File: src/rtl/serial_adder_pkg.sv
package serial_adder_pkg;

    typedef enum logic {
        ADDEND_SERIAL = 1'b0,
        ADDEND_RECIRC = 1'b1
    } addend_mode_e;

    function automatic logic maj3(input logic x, input logic y, input logic z);
        return (x & y) | (x & z) | (y & z);
    endfunction

endpackage

File: src/rtl/sa_full_add.sv
module sa_full_add (
    input  logic x_i,
    input  logic y_i,
    input  logic c_i,
    output logic s_o,
    output logic c_o
);
    import serial_adder_pkg::*;

    always_comb begin
        s_o = x_i ^ y_i ^ c_i;
        c_o = maj3(x_i, y_i, c_i);
    end
endmodule

File: src/rtl/sa_shreg.sv
module sa_shreg #(
    parameter int WIDTH = 4
) (
    input  logic             clk,
    input  logic             rst_n,
    input  logic             load_i,
    input  logic             shift_i,
    input  logic [WIDTH-1:0] par_i,
    input  logic             ser_i,
    output logic [WIDTH-1:0] q_o
);
    logic [WIDTH-1:0] data_d, data_q;

    always_comb begin
        data_d = data_q;
        if (load_i) begin
            data_d = par_i;
        end else if (shift_i) begin
            data_d = {ser_i, data_q[WIDTH-1:1]};
        end
    end

    always_ff @(posedge clk) begin
        if (!rst_n) data_q <= '0;
        else        data_q <= data_d;
    end

    assign q_o = data_q;
endmodule

File: src/rtl/serial_adder_top.sv
module serial_adder_top #(
    parameter int WIDTH = 4
) (
    input  logic             clk,
    input  logic             rst_n,
    input  logic             load,
    input  logic             carry_clr,
    input  logic             shift_en,
    input  logic             b_recirc,
    input  logic             b_ser_in,
    input  logic [WIDTH-1:0] a_in,
    input  logic [WIDTH-1:0] b_in,
    output logic [WIDTH-1:0] sum_out,
    output logic             carry_out,
    output logic             done
);
    import serial_adder_pkg::*;

    localparam int CNT_W = $clog2(WIDTH + 1);
    localparam logic [CNT_W-1:0] CNT_MAX = CNT_W'(WIDTH);

    typedef struct packed {
        logic             carry;
        logic [CNT_W-1:0] cnt;
    } ctl_t;

    ctl_t             ctl_d, ctl_q;
    logic             shift_act;
    logic [WIDTH-1:0] augend_q, addend_q;
    logic             fa_sum, fa_carry, addend_feed;
    addend_mode_e     mode;

    assign mode      = addend_mode_e'(b_recirc);
    assign shift_act = shift_en & ~load & ~carry_clr;

    sa_full_add u_fa (
        .x_i (augend_q[0]),
        .y_i (addend_q[0]),
        .c_i (ctl_q.carry),
        .s_o (fa_sum),
        .c_o (fa_carry)
    );

    always_comb begin
        addend_feed = (mode == ADDEND_RECIRC) ? addend_q[0] : b_ser_in;
    end

    sa_shreg #(.WIDTH(WIDTH)) u_augend (
        .clk     (clk),
        .rst_n   (rst_n),
        .load_i  (load),
        .shift_i (shift_act),
        .par_i   (a_in),
        .ser_i   (fa_sum),
        .q_o     (augend_q)
    );

    sa_shreg #(.WIDTH(WIDTH)) u_addend (
        .clk     (clk),
        .rst_n   (rst_n),
        .load_i  (load),
        .shift_i (shift_act),
        .par_i   (b_in),
        .ser_i   (addend_feed),
        .q_o     (addend_q)
    );

    always_comb begin
        ctl_d = ctl_q;
        if (carry_clr) begin
            ctl_d.carry = 1'b0;
            ctl_d.cnt   = '0;
        end
        if (load) begin
            ctl_d.cnt = '0;
        end
        if (shift_act) begin
            ctl_d.carry = fa_carry;
            if (ctl_q.cnt != CNT_MAX) ctl_d.cnt = ctl_q.cnt + 1'b1;
        end
    end

    always_ff @(posedge clk) begin
        if (!rst_n) ctl_q <= '0;
        else        ctl_q <= ctl_d;
    end

    assign sum_out   = augend_q;
    assign carry_out = ctl_q.carry;
    assign done      = (ctl_q.cnt == CNT_MAX);
endmodule

File: config.mk
export PLATFORM = sky130hd
export DESIGN_NAME = serial_adder_top
export DESIGN_NICKNAME = d
export VERILOG_FILES = /design/src/rtl/serial_adder_pkg.sv /design/src/rtl/sa_full_add.sv /design/src/rtl/sa_shreg.sv /design/src/rtl/serial_adder_top.sv
export SDC_FILE = /design/constraint.sdc
export NUM_CORES = 1
export LEC_CHECK = 0
export BUFFER_PORTS_ARGS = -buffer_cell sky130_fd_sc_hd__buf_2
export CAP_MARGIN = 25
export CORE_AREA = 2 2 39 41
export DETAILED_ROUTE_END_ITERATION = 8
export DIE_AREA = 0 0 41 43
export GPL_TIMING_DRIVEN = 0
export PLACE_DENSITY = 0.85
export SLEW_MARGIN = 20
export SYNTH_ARGS = -nofsm -noshare
export SYNTH_HDL_FRONTEND = slang
export SYNTH_HIERARCHICAL = 1
export SYNTH_SLANG_ARGS = --single-unit
File: constraint.sdc
create_clock -name clk -period 3.1 [get_ports clk]
set_input_delay 0.62 -clock clk [delete_from_list [all_inputs] [get_ports clk]]
set_output_delay 0.62 -clock clk [all_outputs]
set_load 0.01 [all_outputs]
==> reports/qor.json, run 1 <==
{
  "worst_setup_path": {
    "critPathKind": "reg2out",
    "cp_capture_type": "output port",
    "crit_start": "ctl_q[0]",
    "worst-endpoint-required_ns": 2.48,
    "cp_data_arrival_time_ns": 1.24,
    "rr_worst_depth": 3,
    "reg2reg_to": "u_augend/q_o[3]",
    "critPathMaxFanout": 3,
    "cp-start-kind": "flop",
    "worst_r2r_startpoint": "u_addend/q_o[0]",
    "timing.reg2reg.setup_slack_ns": 1.67
  },
  "grt": {
    "global_route.overflow_total": 0,
    "grt_first_pass_wirelength_um": 1807,
    "global_route.usage.total_pct": 15.17,
    "grt_pass1_vias": 489,
    "grt_antenna_before_repair": 0,
    "grt_max_degree": 19
  },
  "timing": {
    "unrepaired_setup_endpoints_after_global_routing": "no",
    "report.final.setup_viol": 0,
    "timing.final.ws_setup_ns": 1.237,
    "finalWorstPathRequiredPeriod_ns": 1.863,
    "tightest_slew_ns": 0.2962,
    "achievable_clock_frequency_mhz": 536.8,
    "timing.max_slew.rel_slack_pct": 80.25,
    "timing.final.crit_share_pct": 60.09,
    "timing.final.hold_violations": 0,
    "setup_total_negative_slack_ns": 0,
    "finClkSkew_ns": 0.0007510,
    "timing.final.max_slew_violations": 0
  },
  "yosys": {
    "synth_area_per_cell_um2": 11.24,
    "synth_seq_cells": 12,
    "ys_types": 20,
    "syn_nets": 75,
    "combined_area_of_all_synthesized_cells_um2": 640.6,
    "leading_area_contributor_after_synthesis": "dfxtp_1",
    "ys_warnings": 6,
    "synth_top_area_share_pct": 37.50,
    "synth-seq-area-share_pct": 37.50,
    "synth.top_cells.by_area": "dfxtp_1, mux2_1, o211a_1",
    "syn-instance-count": 57
  },
  "power": {
    "pwr-share-clk_pct": 29.3,
    "power.total_mw": 0.3078,
    "proportion_of_total_power_due_to_net_switching_pct": 23.59,
    "p_seq_share_pct": 54.5,
    "combinational_share_of_power_pct": 16.2,
    "leakage_nw": 0.4274,
    "power_report.internal_total_mw": 0.2352,
    "power.density_cell_area_nw_per_um2": 393.0,
    "netSwitchingPower_mw": 0.07263,
    "vdd_ir_drop_max_v": 0.0002252
  },
  "finish": {
    "seqCellArea_um2": 240.2,
    "fillCellCount": 124,
    "fin_util_pct": 56.60,
    "most-common-layout-cells": "buf_2, dfxtp_1, mux2_1, nand2b_1, o211a_1",
    "layout_cells_sized_above_1_pct": 33.75,
    "finalNetCount": 100,
    "final_instance_count_without_filler_cells": 96,
    "area_growth_syn_to_layout_pct": 22.27,
    "diode_insertion_count_for_antenna_repair": 0,
    "multiInputGateArea_um2": 392.9,
    "leading_cell_type_in_the_layout_fill_and_taps_excluded": "buf_2"
  },
  "worst_hold_path": {
    "endpoint_of_the_worst_hold_path": "ctl_q[1]",
    "worstHoldStart": "ctl_q[1]",
    "hold_class": "reg2reg",
    "whs_path_depth": 2
  },
  "floorplanning": {
    "floorplan.initialDensity_pct": 46.29,
    "core_um2": 1384,
    "floorplan.die.width_um": 41,
    "floorplan.die.height_um": 43,
    "top_level_ports": 21,
    "placement_rows": 14,
    "design.die.area_um2": 1763
  },
  "routing": {
    "drt-total-wl_um": 1219,
    "via_total_after_detailed_routing": 508,
    "initialDrtViolationCount": 11,
    "antenna_violating_nets_post_route": 0,
    "initial_drt_pass_iterations": 3,
    "viasPerCell": 5.292,
    "drc": 0,
    "drt-wirelength-per-cell_um": 12.70
  },
  "placed_design": {
    "placed_cells": 93,
    "port_buffers": 20,
    "place_ws_ns": 1.148,
    "dp.final_hpwl_um": 971.2,
    "gp_congestion": 0.6247
  },
  "clock_network": {
    "cts_setup_buffers": 0,
    "cts_buffers": 3,
    "cts.htree.levels": 1,
    "clkSlewWorstSetupHoldPaths_ns": 0.07,
    "clock_path_buffers": 2,
    "clkSinkCount": 12,
    "cts_hold_buf": 0,
    "clockRootBuffer": "clkbuf_4",
    "cts_tree": "built",
    "clk-insertion-delay-late_ns": 0.26,
    "post_cts_resize_count": 0
  },
  "status": {
    "outcome": "complete, no violations"
  },
  "job": {
    "cap_violations": 0
  }
}
[layout make-up]
class | instances | share of cell area (%)
Sequential cell | 12 | 30.67
Inverter | 2 | 0.9585
Tap cell | 16 | 2.556
Multi-Input combinational cell | 43 | 50.16
Clock buffer | 3 | 2.875
Timing Repair Buffer | 20 | 12.78
[power groups by stage]
stage                     clock network (mW)  registers [mW]  logic (mW)
after floorplan                            0           0.172      0.0268
after global placement                     0           0.171      0.0478
after detailed placement                   0           0.172      0.0505
after CTS                             0.0909           0.168      0.0508
after global routing                  0.0976           0.169      0.0553
final                                 0.0901           0.168      0.0498
[cell usage after synthesis]
library cell,n
dfxtp_1,12
mux2_1,8
nand2b_1,8
o211a_1,8
nor2_1,3
ha_1,2
inv_1,2
mux2i_1,2
a21boi_4,1
a21oi_1,1
and2_1,1
and2_2,1
and2b_1,1
and4b_1,1
fa_1,1
mux2_2,1
nand2_1,1
nor3_1,1
nor3b_2,1
xnor2_1,1
[logic make-up (layout without fill, tap and decap cells)]
| logic type | after synthesis | count (layout) | share of synthesized area (%) |
|---|---|---|---|
| flops | 12 | 12 | 37.50 |
| compound gates | 10 | 10 | 16.21 |
| simple gates | 18 | 18 | 17.77 |
| fa+ha+maj | 3 | 3 | 7.031 |
| mux | 11 | 11 | 18.95 |
| buf+inv | 2 | 25 | 1.172 |
| xor+xnor | 1 | 1 | 1.367 |
[critical path, stage by stage, from the launching register on]
cell     delay, ns
dfxtp_1       0.37
inv_1         0.06
ha_1          0.24
and2_1        0.17
buf_2         0.13
[worst max path at each step]
| stage | end | slack, ns | cells past startpoint |
|---|---|---|---|
| 2_1_floorplan | u_addend/q_o[0] | 1.51 | 4 |
| 3_3_place_gp | u_addend/q_o[1] | 1.20 | 5 |
| 3_5_place_dp | u_augend/q_o[2] | 1.15 | 5 |
| 4_1_cts | done | 1.23 | 4 |
| 5_1_grt | done | 1.18 | 4 |
| 6_report | done | 1.24 | 4 |
[layer usage]
layer	vias up	GRT usage (%)	wire, µm
met5	-	0	0
met4	0	8.000	23
met3	5	3.665	89
met2	20	26.25	614
met1	229	15.46	492
li1	254	-	-
[stage by stage]
step	hold slack (ns)	area [µm²]
global placement	0.5091	760.7
finish	0.5383	783.3
CTS	0.5388	783.3
global route	0.5490	783.3
detailed placement	0.5292	760.7
floorplan	0.4871	640.6
[flip-flops by register name, indices dropped and copies added, names as in the netlist]
register	count
ctl_q	3
u_augend/q_o	4
carry_out	1
u_addend/q_o	4
Power figures use the tool's default switching activity.
==> inputs of run 2 (changes only) <==
- CORE_AREA: 2 2 39 41 -> unset
- CORE_MARGIN: unset -> 2
- CORE_UTILIZATION: unset -> 47
- DIE_AREA: 0 0 41 43 -> unset
- PLACE_DENSITY: 0.85 -> 0.84
- clock period: 3.1 -> 1.9 ns (I/O delays scaled with it)
==> reports/qor.json, run 2 (synthesized netlist as in run 1, its figures left out) <==
{
  "worst_setup_path": {
    "crit_start": "ctl_q[0]",
    "worst_r2r_startpoint": "u_augend/q_o[0]",
    "critPathKind": "reg2out",
    "cp_capture_type": "output port",
    "cp_data_arrival_time": {"value": 1.25, "unit": "ns", "change": "about the same"},
    "rr_worst_depth": {"value": 3, "change": "unchanged"},
    "critPathMaxFanout": {"value": 3, "change": "unchanged"},
    "timing.reg2reg.setup_slack": {"value": 0.50, "unit": "ns", "change": "-1.17 ns"},
    "reg2reg_to": "u_augend/q_o[3]",
    "worst-endpoint-required": {"value": 1.52, "unit": "ns", "change": "-0.96 ns"},
    "cp-start-kind": "flop",
    "timing.critical_path.to": "done"
  },
  "floorplanning": {
    "floorplan.die.width": {"value": 40.92, "unit": "µm", "change": "-0.20%"},
    "top_level_ports": {"value": 21, "change": "unchanged"},
    "core": {"value": 1285, "unit": "µm²", "change": "-7.1%"},
    "floorplan.die.height": {"value": 40.92, "unit": "µm", "change": "-4.8%"},
    "floorplan.initialDensity": {"value": 49.85, "unit": "%", "change": "+3.6 points"},
    "placement_rows": {"value": 13, "change": "-1"},
    "design.die.area": {"value": 1674, "unit": "µm²", "change": "-5.0%"}
  },
  "power": {
    "combinational_share_of_power": {"value": 14.3, "unit": "%", "change": "-1.9 points"},
    "vdd_ir_drop_max": {"value": 0.0003506, "unit": "V", "change": "+56%"},
    "power_report.internal_total": {"value": 0.4266, "unit": "mW", "change": "+81%"},
    "pwr-share-clk": {"value": 36.8, "unit": "%", "change": "+7.5 points"},
    "netSwitchingPower": {"value": 0.1321, "unit": "mW", "change": "+82%"},
    "p_seq_share": {"value": 48.9, "unit": "%", "change": "-5.6 points"},
    "power.density_cell_area": {"value": 702.1, "unit": "nW/µm²", "change": "+79%"},
    "proportion_of_total_power_due_to_net_switching": {"value": 23.64, "unit": "%", "change": "+0.049 points"},
    "leakage": {"value": 0.4346, "unit": "nW", "change": "+1.7%"}
  },
  "grt": {
    "grt_antenna_before_repair": {"value": 0, "change": "unchanged"},
    "grt_max_degree": {"value": 19, "change": "unchanged"},
    "global_route.usage.total": {"value": 14.96, "unit": "%", "change": "-0.21 points"},
    "grt_pass1_vias": {"value": 440, "change": "-10%"},
    "global_route.overflow_total": {"value": 0, "change": "unchanged"},
    "grt_first_pass_wirelength": {"value": 1642, "unit": "µm", "change": "-9.1%"}
  },
  "placed_design": {
    "port_buffers": {"value": 20, "change": "unchanged"},
    "dp.final_hpwl": {"value": 879.1, "unit": "µm", "change": "-9.5%"},
    "gp_congestion": {"value": 0.6845, "change": "+9.6%"}
  },
  "timing": {
    "hold_ws": {"value": 0.2911, "unit": "ns", "change": "-0.2472 ns"},
    "timing.final.crit_share_pct": 86.00,
    "finalWorstPathRequiredPeriod_ns": 1.634,
    "timing.final.max_slew_violations": {"value": 0, "change": "unchanged"},
    "finClkSkew": {"value": 0.0007378, "unit": "ns", "change": "-0.00001321 ns"},
    "setup_total_negative_slack": {"value": 0, "unit": "ns", "change": "unchanged"},
    "achievable_clock_frequency_mhz": 612.0,
    "timing.max_slew.rel_slack": {"value": 80.75, "unit": "%", "change": "+0.50 points"},
    "report.final.setup_viol": {"value": 0, "change": "unchanged"},
    "unrepaired_setup_endpoints_after_global_routing": "no",
    "tightest_slew": {"value": 0.2887, "unit": "ns", "change": "-0.007517 ns"},
    "timing.final.hold_violations": {"value": 0, "change": "unchanged"}
  },
  "clock_network": {
    "post_cts_resize_count": {"value": 0, "change": "unchanged"},
    "clk-insertion-delay-late": {"value": 0.27, "unit": "ns", "change": "about the same"},
    "cts_buffers": {"value": 3, "change": "unchanged"},
    "clockRootBuffer": "clkbuf_4",
    "cts_setup_buffers": {"value": 0, "change": "unchanged"},
    "cts_tree": "built",
    "cts_hold_buf": {"value": 0, "change": "unchanged"},
    "clkSlewWorstSetupHoldPaths": {"value": 0.08, "unit": "ns", "change": "about the same"},
    "clkSinkCount": {"value": 12, "change": "unchanged"},
    "clock_path_buffers": {"value": 2, "change": "unchanged"},
    "cts.htree.levels": {"value": 1, "change": "unchanged"}
  },
  "routing": {
    "drt-total-wl": {"value": 1187, "unit": "µm", "change": "-2.6%"},
    "via_total_after_detailed_routing": {"value": 494, "change": "-2.8%"},
    "antenna_violating_nets_post_route": {"value": 0, "change": "unchanged"},
    "initialDrtViolationCount": {"value": 5, "change": "-6"},
    "drc": {"value": 0, "change": "unchanged"},
    "drt-wirelength-per-cell": {"value": 12.36, "unit": "µm", "change": "-2.6%"},
    "viasPerCell": {"value": 5.146, "change": "-2.8%"},
    "initial_drt_pass_iterations": {"value": 4, "change": "+1"}
  },
  "finish": {
    "most-common-layout-cells": "buf_2, dfxtp_1, mux2_1, nand2b_1, o211a_1",
    "seqCellArea": {"value": 240.2, "unit": "µm²", "change": "unchanged"},
    "layout_cells_sized_above_1": {"value": 34.57, "unit": "%", "change": "+0.82 points"},
    "leading_cell_type_in_the_layout_fill_and_taps_excluded": "buf_2",
    "multiInputGateArea": {"value": 392.9, "unit": "µm²", "change": "unchanged"},
    "area_growth_syn_to_layout_pct": 24.22,
    "fin_util": {"value": 61.93, "unit": "%", "change": "+5.3 points"},
    "finalNetCount": {"value": 100, "change": "unchanged"},
    "diode_insertion_count_for_antenna_repair": {"value": 0, "change": "unchanged"},
    "fillCellCount": {"value": 113, "change": "-8.9%"}
  },
  "worst_hold_path": {
    "hold_class": "in2reg"
  },
  "status": {
    "outcome": "complete, no violations"
  },
  "job": {
    "cap_violations": {"value": 0, "change": "unchanged"}
  }
}
-- run 2: changes by cell type in the layout (fill, tap and decap cells not counted) --
cell | previous run | this run
clkbuf_8 | 0 | 1
-- run 2: critical path, cell delays in order, from the launching register on --
cell and delay, ns:
dfxtp_1 0.37, inv_1 0.06, ha_1 0.25, and2_1 0.17, buf_2 0.13
-- run 2: cell type report --
class / count / area share, %
timing repair buffer: 20 / 12.58
multi-input combinational: 43 / 49.37
sequential: 12 / 30.19
inverter: 2 / 0.9434
clock buffer: 4 / 4.560
tap: 15 / 2.358
-- run 2: power by group through the flow --
stage               clock (mW)  sequential, mW  combinational (mW)
floorplan                    0           0.281              0.0438
global placement             0           0.279              0.0779
detailed placement           0           0.280              0.0806
CTS                      0.209           0.274              0.0810
global route             0.219           0.275              0.0887
finish                   0.205           0.273              0.0798
-- run 2: worst min path at each step --
stage | cells past startpoint | to | slack [ns] | startpoint
after floorplan | 1 | carry_out | 0.45 | carry_clr
after global placement | 2 | ctl_q[1] | 0.51 | ctl_q[1]
after detailed placement | 2 | ctl_q[1] | 0.54 | ctl_q[1]
after CTS | 2 | carry_out | 0.29 | carry_clr
after global routing | 2 | carry_out | 0.30 | carry_clr
final | 2 | carry_out | 0.29 | carry_clr
-- run 2: per-layer routing --
| layer | part of all wire (%) | track usage, % | routed length [µm] |
|---|---|---|---|
| met2 | 49 | 27.73 | 578 |
| met3 | 5.6 | 3.261 | 66 |
| met4 | 1.3 | 7.500 | 15 |
| met5 | 0 | 0 | 0 |
| met1 | 44 | 15.41 | 527 |
-- run 2: per-stage QoR --
step           cells  setup WS [ns]  total power [mW]  area (µm²)
5_1_grt           96         0.2039            0.5826       795.8
6_report          96         0.2659            0.5587       795.8
2_1_floorplan     57         0.5021            0.3245       640.6
4_1_cts           96         0.2638            0.5632       795.8
3_3_place_gp      92         0.2394            0.3565       759.5
3_5_place_dp      92         0.2163            0.3601       759.5
==> inputs of run 3 (changes only) <==
- RECOVER_POWER: unset -> 100
==> reports/qor.json, run 3 (synthesized netlist as in run 1, its figures left out) <==
{
  "status": {
    "outcome": "complete, no violations"
  },
  "clock_network": {
    "post_cts_resize_count": {"value": 0, "change": "unchanged"},
    "cts_tree": "built",
    "cts_setup_buffers": {"value": 0, "change": "unchanged"},
    "clk-insertion-delay-late": {"value": 0.27, "unit": "ns", "change": "about the same"},
    "cts_buffers": {"value": 3, "change": "unchanged"},
    "clock_path_buffers": {"value": 2, "change": "unchanged"},
    "cts_hold_buf": {"value": 0, "change": "unchanged"},
    "clkSlewWorstSetupHoldPaths": {"value": 0.08, "unit": "ns", "change": "about the same"},
    "cts.htree.levels": {"value": 1, "change": "unchanged"},
    "clockRootBuffer": "clkbuf_4",
    "clkSinkCount": {"value": 12, "change": "unchanged"}
  },
  "finish": {
    "finalNetCount": {"value": 100, "change": "unchanged"},
    "multiInputGateArea": {"value": 380.4, "unit": "µm²", "change": "-3.2%"},
    "leading_cell_type_in_the_layout_fill_and_taps_excluded": "buf_2",
    "diode_insertion_count_for_antenna_repair": {"value": 0, "change": "unchanged"},
    "area_growth_syn_to_layout_pct": 21.09,
    "fillCellCount": {"value": 120, "change": "+6.2%"},
    "layout_cells_sized_above_1": {"value": 24.69, "unit": "%", "change": "-9.9 points"},
    "most-common-layout-cells": "buf_2, dfxtp_1, mux2_1, nand2b_1, o211a_1",
    "seqCellArea": {"value": 240.2, "unit": "µm²", "change": "unchanged"}
  },
  "timing": {
    "timing.max_slew.rel_slack": {"value": 65.94, "unit": "%", "change": "-15 points"},
    "tightest_slew": {"value": 0.5106, "unit": "ns", "change": "+0.2219 ns"},
    "setup_total_negative_slack": {"value": 0, "unit": "ns", "change": "unchanged"},
    "finClkSkew": {"value": 0.001155, "unit": "ns", "change": "+0.0004171 ns"},
    "achievable_clock_frequency": {"value": 599.1, "unit": "MHz", "change": "-2.1%"},
    "timing.final.ws_setup": {"value": 0.2308, "unit": "ns", "change": "-0.03510 ns"},
    "timing.final.crit_share": {"value": 87.85, "unit": "%", "change": "+1.8 points"},
    "timing.final.max_slew_violations": {"value": 0, "change": "unchanged"},
    "report.final.setup_viol": {"value": 0, "change": "unchanged"},
    "finalWorstPathRequiredPeriod": {"value": 1.669, "unit": "ns", "change": "+0.03510 ns"},
    "unrepaired_setup_endpoints_after_global_routing": "no",
    "timing.final.hold_violations": {"value": 0, "change": "unchanged"}
  },
  "routing": {
    "viasPerCell": {"value": 5.177, "change": "+0.61%"},
    "drc": {"value": 0, "change": "unchanged"},
    "via_total_after_detailed_routing": {"value": 497, "change": "+0.61%"},
    "drt-wirelength-per-cell": {"value": 12.50, "unit": "µm", "change": "+1.1%"},
    "antenna_violating_nets_post_route": {"value": 0, "change": "unchanged"},
    "initialDrtViolationCount": {"value": 9, "change": "+4"},
    "initial_drt_pass_iterations": {"value": 4, "change": "unchanged"},
    "drt-total-wl": {"value": 1200, "unit": "µm", "change": "+1.1%"}
  },
  "grt": {
    "grt_first_pass_wirelength": {"value": 1642, "unit": "µm", "change": "unchanged"},
    "grt_pass1_vias": {"value": 440, "change": "unchanged"},
    "grt_use_met2": {"value": 27.73, "unit": "%", "change": "unchanged"},
    "global_route.usage.total": {"value": 14.96, "unit": "%", "change": "unchanged"},
    "grt_antenna_before_repair": {"value": 0, "change": "unchanged"},
    "grt_max_degree": {"value": 19, "change": "unchanged"},
    "globalRouteMet1Util": {"value": 15.41, "unit": "%", "change": "unchanged"},
    "global_route.overflow_total": {"value": 0, "change": "unchanged"},
    "grt_util_met3": {"value": 3.261, "unit": "%", "change": "unchanged"},
    "gr_peak_layer": "met2"
  },
  "worst_setup_path": {
    "timing.critical_path.max_delay_family": "simple AND/OR/NAND/NOR gates",
    "worstPathBufferInverterCount": {"value": 1, "change": "-1"},
    "cp_data_arrival_time": {"value": 1.84, "unit": "ns", "change": "+0.59 ns"},
    "worst-endpoint-required": {"value": 2.07, "unit": "ns", "change": "+0.55 ns"},
    "critPathMaxFanout": {"value": 18, "change": "+15"},
    "critical-path-max-stage-delay": {"value": 0.46, "unit": "ns", "change": "+0.09 ns"},
    "cp_capture_type": "flop",
    "critPathKind": "in2reg",
    "cp-start-kind": "primary input",
    "path_cells": "clkbuf_2, nor2_1, and2_0, mux2_1, o211a_1",
    "crit_slowest_cell": "and2_0"
  },
  "floorplanning": {
    "floorplan.die.width": {"value": 40.92, "unit": "µm", "change": "unchanged"},
    "floorplan.die.height": {"value": 40.92, "unit": "µm", "change": "unchanged"},
    "core": {"value": 1285, "unit": "µm²", "change": "unchanged"},
    "design.die.area": {"value": 1674, "unit": "µm²", "change": "unchanged"},
    "floorplan.initialDensity": {"value": 49.85, "unit": "%", "change": "unchanged"},
    "top_level_ports": {"value": 21, "change": "unchanged"},
    "placement_rows": {"value": 13, "change": "unchanged"}
  },
  "power": {
    "power.total": {"value": 0.5554, "unit": "mW", "change": "-0.59%"},
    "leakage": {"value": 0.4030, "unit": "nW", "change": "-7.3%"},
    "vdd_ir_drop_max": {"value": 0.0003493, "unit": "V", "change": "-0.35%"},
    "power.density_cell_area": {"value": 716.0, "unit": "nW/µm²", "change": "+2.0%"}
  },
  "worst_hold_path": {
    "hold_class": "in2reg"
  },
  "placed_design": {
    "place_ws": {"value": 0.2163, "unit": "ns", "change": "unchanged"},
    "dp.final_hpwl": {"value": 879.1, "unit": "µm", "change": "unchanged"},
    "port_buffers": {"value": 20, "change": "unchanged"},
    "gp_congestion": {"value": 0.6845, "change": "unchanged"}
  },
  "job": {
    "cap_violations": {"value": 0, "change": "unchanged"}
  }
}
-- run 3: metrics by stage --
stage                     cell area (µm²)  utilization, %  instances  hold slack, ns
final                               775.7           60.37         96          0.2896
after detailed placement            759.5           59.10         92          0.5369
after floorplan                     640.6               -         57          0.4495
after CTS                           795.8           61.93         96          0.2889
after global routing                775.7           60.37         96          0.2974
after global placement              759.5           59.10         92          0.5067
-- run 3: final cells by class --
| class | count | share of cell area (%) |
|---|---|---|
| sequential | 12 | 30.97 |
| timing repair buffer | 20 | 11.94 |
| clock buffer | 4 | 4.677 |
| tap | 15 | 2.419 |
| multi-input combinational | 43 | 49.03 |
| inverter | 2 | 0.9677 |
-- run 3: worst paths after layout --
path | from | endpoint | slack, ns | cells after the start
hold reg to reg | ctl_q[1] | ctl_q[1] | 0.55 | 2
setup / recovery | load | u_augend/q_o[1] | 0.23 | 5
setup reg to reg | u_augend/q_o[0] | u_augend/q_o[3] | 0.50 | 3
hold / removal | carry_clr | carry_out | 0.29 | 2
-- run 3: layer usage --
| metal | vias up | share of wire (%) |
|---|---|---|
| met5 | - | 0 |
| met4 | 0 | 1.3 |
| met3 | 4 | 5.8 |
| met2 | 15 | 49 |
| met1 | 226 | 44 |
| li1 | 252 | - |
-- run 3: where the power goes --
group	internal [mW]	leakage (nW)	switching [mW]
Sequential	0.265	0.0989	0.00892
Clock	0.117	0.0210	0.0894
Combinational	0.0419	0.283	0.0341
Total	0.423	0.403	0.132
